==> src/rtl/edo_pkg.sv <==
package edo_pkg;

    typedef enum logic [2:0] {
        ST_IDLE,
        ST_ACT,
        ST_COL,
        ST_STROBE,
        ST_HOLD,
        ST_OPEN,
        ST_PRE
    } edo_state_t;

    // Round a time in ns up to whole clock cycles, never below one.
    function automatic int edo_ns2cyc(input int t_ns, input int clk_ns);
        int c;
        c = (t_ns + clk_ns - 1) / clk_ns;
        return (c < 1) ? 1 : c;
    endfunction

endpackage

==> src/rtl/edo_cycle_timer.sv <==
module edo_cycle_timer #(
    parameter int W = 4
) (
    input  logic         clk,
    input  logic         rst_n,
    input  logic         load,
    input  logic [W-1:0] load_val,
    output logic         done
);
    logic [W-1:0] cnt_q;

    always_ff @(posedge clk) begin
        if (!rst_n) begin
            cnt_q <= '0;
        end else if (load) begin
            cnt_q <= load_val;
        end else if (cnt_q != '0) begin
            cnt_q <= cnt_q - 1'b1;
        end
    end

    assign done = (cnt_q == '0);
endmodule

==> src/rtl/edo_ras_window.sv <==
module edo_ras_window #(
    parameter int LIMIT_CYC = 2500,
    parameter int RC_CYC    = 26
) (
    input  logic clk,
    input  logic rst_n,
    input  logic ras_n,
    output logic over_limit,
    output logic rc_met
);
    localparam int SAT = (LIMIT_CYC > RC_CYC) ? LIMIT_CYC : RC_CYC;
    localparam int W   = $clog2(SAT + 1);

    logic [W-1:0] age_q;
    logic         ras_prev_q;

    // age_q: cycles elapsed since the most recent row strobe fall.
    always_ff @(posedge clk) begin
        if (!rst_n) begin
            age_q      <= W'(SAT);
            ras_prev_q <= 1'b1;
        end else begin
            ras_prev_q <= ras_n;
            if (!ras_n && ras_prev_q) begin
                age_q <= W'(1);
            end else if (age_q != W'(SAT)) begin
                age_q <= age_q + 1'b1;
            end
        end
    end

    assign over_limit = !ras_n && !ras_prev_q && (age_q >= W'(LIMIT_CYC));
    assign rc_met     = (age_q >= W'(RC_CYC));
endmodule

==> src/rtl/edo_page_ctrl.sv <==
module edo_page_ctrl
    import edo_pkg::*;
#(
    parameter int ROW_BITS      = 10,
    parameter int COL_BITS      = 10,
    parameter int LANE_W        = 8,
    parameter int CLK_NS        = 4,
    parameter int T_RC_NS       = 104,
    parameter int T_PC_NS       = 25,
    parameter int T_RP_NS       = 40,
    parameter int T_RCD_NS      = 14,
    parameter int T_CAS_NS      = 10,
    parameter int T_CP_NS       = 10,
    parameter int T_RAS_MAX_NS  = 10000
) (
    input  logic                         clk,
    input  logic                         rst_n,
    input  logic                         req_valid,
    output logic                         req_ready,
    input  logic                         req_write,
    input  logic [ROW_BITS+COL_BITS-1:0] req_addr,
    input  logic [2*LANE_W-1:0]          req_wdata,
    input  logic [1:0]                   req_be,
    output logic                         rd_valid,
    output logic [2*LANE_W-1:0]          rd_data,
    input  logic                         close_req,
    input  logic                         refresh_grant,
    output logic                         ctrl_idle,
    output logic                         dram_ras_n,
    output logic                         dram_ucas_n,
    output logic                         dram_lcas_n,
    output logic                         dram_we_n,
    output logic                         dram_oe_n,
    output logic [ROW_BITS-1:0]          dram_addr,
    output logic [2*LANE_W-1:0]          dram_dq_out,
    output logic                         dram_dq_oe,
    input  logic [2*LANE_W-1:0]          dram_dq_in
);
    localparam int LANES    = 2;
    localparam int DQ_W     = LANES * LANE_W;
    localparam int RC_CYC   = edo_ns2cyc(T_RC_NS, CLK_NS);
    localparam int PC_CYC   = edo_ns2cyc(T_PC_NS, CLK_NS);
    localparam int RP_CYC   = edo_ns2cyc(T_RP_NS, CLK_NS);
    localparam int RCD_CYC  = edo_ns2cyc(T_RCD_NS, CLK_NS);
    localparam int CAS_CYC  = edo_ns2cyc(T_CAS_NS, CLK_NS);
    localparam int CP_CYC   = edo_ns2cyc(T_CP_NS, CLK_NS);
    localparam int LIM_CYC  = edo_ns2cyc(T_RAS_MAX_NS, CLK_NS);
    // Column high time stretched so that a whole page loop meets the page cycle.
    localparam int HOLD_CYC = (CP_CYC > PC_CYC - CAS_CYC - 2) ? CP_CYC : (PC_CYC - CAS_CYC - 2);
    localparam int T_MAX1   = (RCD_CYC > CAS_CYC) ? RCD_CYC : CAS_CYC;
    localparam int T_MAX2   = (HOLD_CYC > RP_CYC) ? HOLD_CYC : RP_CYC;
    localparam int TMR_MAX  = (T_MAX1 > T_MAX2) ? T_MAX1 : T_MAX2;
    localparam int TW       = $clog2(TMR_MAX + 1);

    edo_state_t           state_q, state_d;
    logic                 tmr_load, tmr_done;
    logic [TW-1:0]        tmr_val;
    logic                 ras_over, rc_met;
    logic                 accept, row_hit;
    logic                 wr_q, pend_q;
    logic [ROW_BITS-1:0]  row_q;
    logic [COL_BITS-1:0]  col_q;
    logic [DQ_W-1:0]      wd_q;
    logic [LANES-1:0]     be_q;
    logic [LANES-1:0]     cas_n_w;

    edo_cycle_timer #(.W(TW)) u_timer (
        .clk      (clk),
        .rst_n    (rst_n),
        .load     (tmr_load),
        .load_val (tmr_val),
        .done     (tmr_done)
    );

    edo_ras_window #(.LIMIT_CYC(LIM_CYC), .RC_CYC(RC_CYC)) u_window (
        .clk        (clk),
        .rst_n      (rst_n),
        .ras_n      (dram_ras_n),
        .over_limit (ras_over),
        .rc_met     (rc_met)
    );

    assign row_hit = (req_addr[ROW_BITS+COL_BITS-1:COL_BITS] == row_q);
    assign accept  = req_valid && req_ready;

    // Next-state and timer control.
    always_comb begin
        state_d  = state_q;
        tmr_load = 1'b0;
        tmr_val  = '0;
        unique case (state_q)
            ST_IDLE: begin
                if (!refresh_grant && (pend_q || req_valid)) begin
                    state_d  = ST_ACT;
                    tmr_load = 1'b1;
                    tmr_val  = TW'(RCD_CYC - 1);
                end
            end
            ST_ACT: begin
                if (tmr_done) begin
                    state_d = ST_COL;
                end
            end
            ST_COL: begin
                state_d  = ST_STROBE;
                tmr_load = 1'b1;
                tmr_val  = TW'(CAS_CYC - 1);
            end
            ST_STROBE: begin
                if (tmr_done) begin
                    state_d  = ST_HOLD;
                    tmr_load = 1'b1;
                    tmr_val  = TW'(HOLD_CYC - 1);
                end
            end
            ST_HOLD: begin
                if (tmr_done) begin
                    state_d = ST_OPEN;
                end
            end
            ST_OPEN: begin
                if (refresh_grant || close_req || ras_over || (req_valid && !row_hit)) begin
                    state_d  = ST_PRE;
                    tmr_load = 1'b1;
                    tmr_val  = TW'(RP_CYC - 1);
                end else if (req_valid) begin
                    state_d = ST_COL;
                end
            end
            ST_PRE: begin
                if (tmr_done && rc_met) begin
                    state_d = ST_IDLE;
                end
            end
            default: state_d = ST_IDLE;
        endcase
    end

    // State register.
    always_ff @(posedge clk) begin
        if (!rst_n) begin
            state_q <= ST_IDLE;
        end else begin
            state_q <= state_d;
        end
    end

    // Request latch and read capture.
    always_ff @(posedge clk) begin
        if (!rst_n) begin
            wr_q     <= 1'b0;
            pend_q   <= 1'b0;
            row_q    <= '0;
            col_q    <= '0;
            wd_q     <= '0;
            be_q     <= '0;
            rd_valid <= 1'b0;
            rd_data  <= '0;
        end else begin
            if (accept) begin
                wr_q  <= req_write;
                row_q <= req_addr[ROW_BITS+COL_BITS-1:COL_BITS];
                col_q <= req_addr[COL_BITS-1:0];
                wd_q  <= req_wdata;
                be_q  <= req_be;
            end
            if (accept && state_q == ST_OPEN && !row_hit) begin
                pend_q <= 1'b1;
            end else if (state_q == ST_IDLE && state_d == ST_ACT) begin
                pend_q <= 1'b0;
            end
            rd_valid <= 1'b0;
            if (state_q == ST_HOLD && tmr_done && !wr_q) begin
                rd_valid <= 1'b1;
                rd_data  <= dram_dq_in;
            end
        end
    end

    for (genvar g = 0; g < LANES; g++) begin : g_lane
        assign cas_n_w[g] = !((state_q == ST_STROBE) && be_q[g]);
    end
    assign dram_ucas_n = cas_n_w[1];
    assign dram_lcas_n = cas_n_w[0];

    // Moore outputs.
    always_comb begin
        dram_ras_n  = !(state_q inside {ST_ACT, ST_COL, ST_STROBE, ST_HOLD, ST_OPEN});
        dram_we_n   = !(wr_q && (state_q inside {ST_COL, ST_STROBE}));
        dram_oe_n   = !(!wr_q && (state_q inside {ST_STROBE, ST_HOLD}));
        dram_dq_oe  = wr_q && (state_q inside {ST_COL, ST_STROBE});
        dram_dq_out = wd_q;
        dram_addr   = (state_q inside {ST_COL, ST_STROBE, ST_HOLD}) ? ROW_BITS'(col_q) : row_q;
        ctrl_idle   = (state_q == ST_IDLE);
        req_ready   = !refresh_grant &&
                      (((state_q == ST_IDLE) && !pend_q) ||
                       ((state_q == ST_OPEN) && !close_req && !ras_over));
    end
endmodule

==> config.mk <==
export PLATFORM = sky130hd
export DESIGN_NAME = edo_page_ctrl
export DESIGN_NICKNAME = d
export VERILOG_FILES = /design/src/rtl/edo_pkg.sv /design/src/rtl/edo_cycle_timer.sv /design/src/rtl/edo_ras_window.sv /design/src/rtl/edo_page_ctrl.sv
export SDC_FILE = /design/constraint.sdc
export NUM_CORES = 1
export LEC_CHECK = 0
export BUFFER_PORTS_ARGS = -buffer_cell sky130_fd_sc_hd__buf_4
export CAP_MARGIN = 20
export CORE_MARGIN = 1.5
export CORE_UTILIZATION = 50
export CTS_CLUSTER_DIAMETER = 200
export DETAILED_ROUTE_END_ITERATION = 10
export PLACE_DENSITY = 0.76
export SYNTH_ARGS = -nofsm -noshare
export SYNTH_HDL_FRONTEND = slang
export SYNTH_SLANG_ARGS = --single-unit
==> constraint.sdc <==
create_clock -name clk -period 4.21 [get_ports clk]
set_clock_uncertainty 0.15 [all_clocks]
set_input_delay 0.421 -clock clk [delete_from_list [all_inputs] [get_ports clk]]
set_output_delay 0.421 -clock clk [all_outputs]
set_load 0.01 [all_outputs]
==> flow_summary.yaml <==
global_route:
  grt_use_total_pct: 20.9
  grt_overflow: 0
  antenna_found_initial: 0
  grt_pass1_vias: 2947
  grt_pass1_wl_um: 12900
  grt_max_degree: 92
sta:
  rsz0062_at_grt: "false"
  tns_ps: 0
  relSlewSlack_pct: 32.4
  fmax_mhz: 332
  setup_viol_count_final: 0
  worst_pin_slew_ps: 1010
  period_minus_slack_ps: 3020
  hold_violations: 0
  drv_slew: 0
  hold_ws_ps: 179
  layout_worst_path_cycle_share_pct: 71.6
critical_path:
  reg2reg_depth: 6
  regToRegEndpoint: "row_q[8]$_SDFFE_PN0P_"
  end_kind: "output port"
  worst-path-max-fanout: 15
  crit_end: "dram_addr[9]"
  cp.arrival_ps: 2450
  worstSetupPathType: "reg2out"
  critPathLaunchType: "flip-flop"
  cp.required_ps: 3640
  critPathLaunch: "state_q[0]$_SDFF_PN0_"
  ff2ff_setup_slack_ps: 1490
  r2r_start: "state_q[0]$_SDFF_PN0_"
yosys:
  synth_edf_count: 0
  ys_top_cells_by_count: "131 x nand2_1, 77 x dfxtp_1, 39 x mux2i_1"
  synth_seq_area_share_pct: 43.2
  syn_area_um2: 3570
  synth_cells: 429
  synth.avg_cell_area_um2: 8.33
  async_flop_share_pct: 0
  synth_largest_area_cell: "dfxtp_1"
  synth.most_common_cell: "nand2_1"
  ys_ff_latch: 77
  synth.area.top_cells: "dfxtp_1 43%, nand2_1 14%, mux2i_1 11%"
  synth_ff_type: "dfxtp_1"
  netlist.area_leader.share_pct: 43.2
  syn_nets: 492
  ys_types: 44
  yosys_warnings: 0
routing:
  vias_per_cell: 5.04
  dr_total_vias: 3151
  drc: 0
  wl_per_cell_um: 12.7
  drtPass1Iterations: 4
  drt-initial-drc-count: 158
  routed_wl_um: 7910
  drtAntennaViolNets: 0
layout:
  drive_gt1_share_pct: 26.5
  final_util_pct: 66.9
  diodes: 0
  nets: 588
  area_growth_syn_to_layout_pct: 28.7
  design_area_um2: 4600
cts:
  hold_buffers: 0
  numCtsBuffers: 9
  cts_tree: "done"
  cts_resized: 0
  insertion_delay_ps: 330
  clk_pin_slew_ps: 80
  cts_setup_buffers: 0
  h-tree-depth: 3
  cts_sinks: 77
  clockRootBuffer: "clkbuf_8"
  cts_max_path_buffers: 2
outcome:
  status: "completed"
floorplan:
  initial_core_util_pct: 52.0
  die_w_um: 87.5
  die_area_um2: 7660
  die_h_um: 87.5
  core_um2: 6870
  io_pins: 111
  rows: 30
min_path:
  holdCritStartpoint: "dram_dq_in[11]"
  worstHoldPathType: "in2reg"
place:
  gp_congestion: 0.902
  io_buffers: 110
  post-dp-hpwl_um: 5570
  placed_area_um2: 4410
power_and_ir_drop:
  vdd_ir_drop_max_mv: 0.229
  total_power_mw: 2.12
  powerDensity_nw_per_um2: 462
  leakage_nw: 1.99
run:
  max-cap-violations: 0
## kinds of logic (layout without fill, tap and decap cells)
group / after synthesis / count (layout) / share of synthesized area, %
AOI/OAI and AO/OA: 47 / 47 / 8.55
DFF: 77 / 77 / 43.2
and+or+nand+nor: 198 / 198 / 23.5
buffers and inverters: 33 / 133 / 4.24
xor gates and xnor gates: 22 / 22 / 5.39
adders and majority gates: 3 / 3 / 1.05
muxes: 49 / 49 / 14.1
## worst max-delay path, cell delays in order, from the launching register on
cell and delay (ps):
dfxtp_1 590, nor2_1 110, a21oi_1 820, mux2_2 440, buf_4 150
## how the worst min path moves through the flow
stage | to | slack, ps | cells past startpoint
after floorplan | col_q[0]$_SDFFE_PN0P_ | 280 | 2
after global placement | col_q[4]$_SDFFE_PN0P_ | 290 | 2
after detailed placement | rd_data[6]$_SDFFE_PN0P_ | 300 | 2
after CTS | rd_data[11]$_SDFFE_PN0P_ | 170 | 3
after global routing | rd_data[11]$_SDFFE_PN0P_ | 180 | 3
final | rd_data[11]$_SDFFE_PN0P_ | 180 | 3
## stage by stage
step	setup slack (ps)	instances
finish	1190	625
floorplan	1900	429
CTS	1210	625
global route	998	625
global placement	1610	610
detailed placement	1490	610
## power by group
| part | internal [mW] | switching [mW] |
|---|---|---|
| registers | 0.832 | 0.110 |
| logic | 0.309 | 0.333 |
| clock network | 0.286 | 0.254 |
| total | 1.43 | 0.697 |
## registers in the layout, summed over array words and instances (netlist names)
name / count
be_q: 2
col_q: 10
dram_dq_out: 16
pend_q: 1
rd_data: 16
rd_valid: 1
row_q: 10
state_q: 3
u_timer.cnt_q: 4
u_window.age_q: 12
u_window.ras_prev_q: 1
wr_q: 1
## placed cells by master, fill, tap and decap left out, types with 2 or more instances in the layout
master,instances
nand2_1,131
buf_4,111
dfxtp_1,77
mux2i_1,39
nor2_1,26
a21oi_1,19
xor2_1,18
mux2_2,10
nand3_1,10
clkbuf_8,10
o21ai_0,9
inv_1,7
or3_1,5
nor4_1,5
nor3_1,5
xnor2_1,4
nand2b_1,3
ha_1,3
nor2b_1,2
and4b_1,2
and3_1,2
nand4_1,2
o31ai_1,2
o31a_1,2
a31o_2,2
a31oi_1,2
clkinv_2,2
## metal layers
layer	track usage [%]	routed length, um
met1	26.6	3530
met2	34.8	3830
met3	5.02	465
met4	6.78	88
met5	0	0
## final cells by class
cell class | instances | area (um2)
clock buffers | 11 | 141
clock inverters | 4 | 48.8
fillers | 594 | 2270
inverters | 7 | 26.3
multi-input cells | 319 | 1880
flip-flops and latches | 77 | 1540
well taps | 96 | 120
repair buffers | 111 | 833
Power figures use the tool's default switching activity.
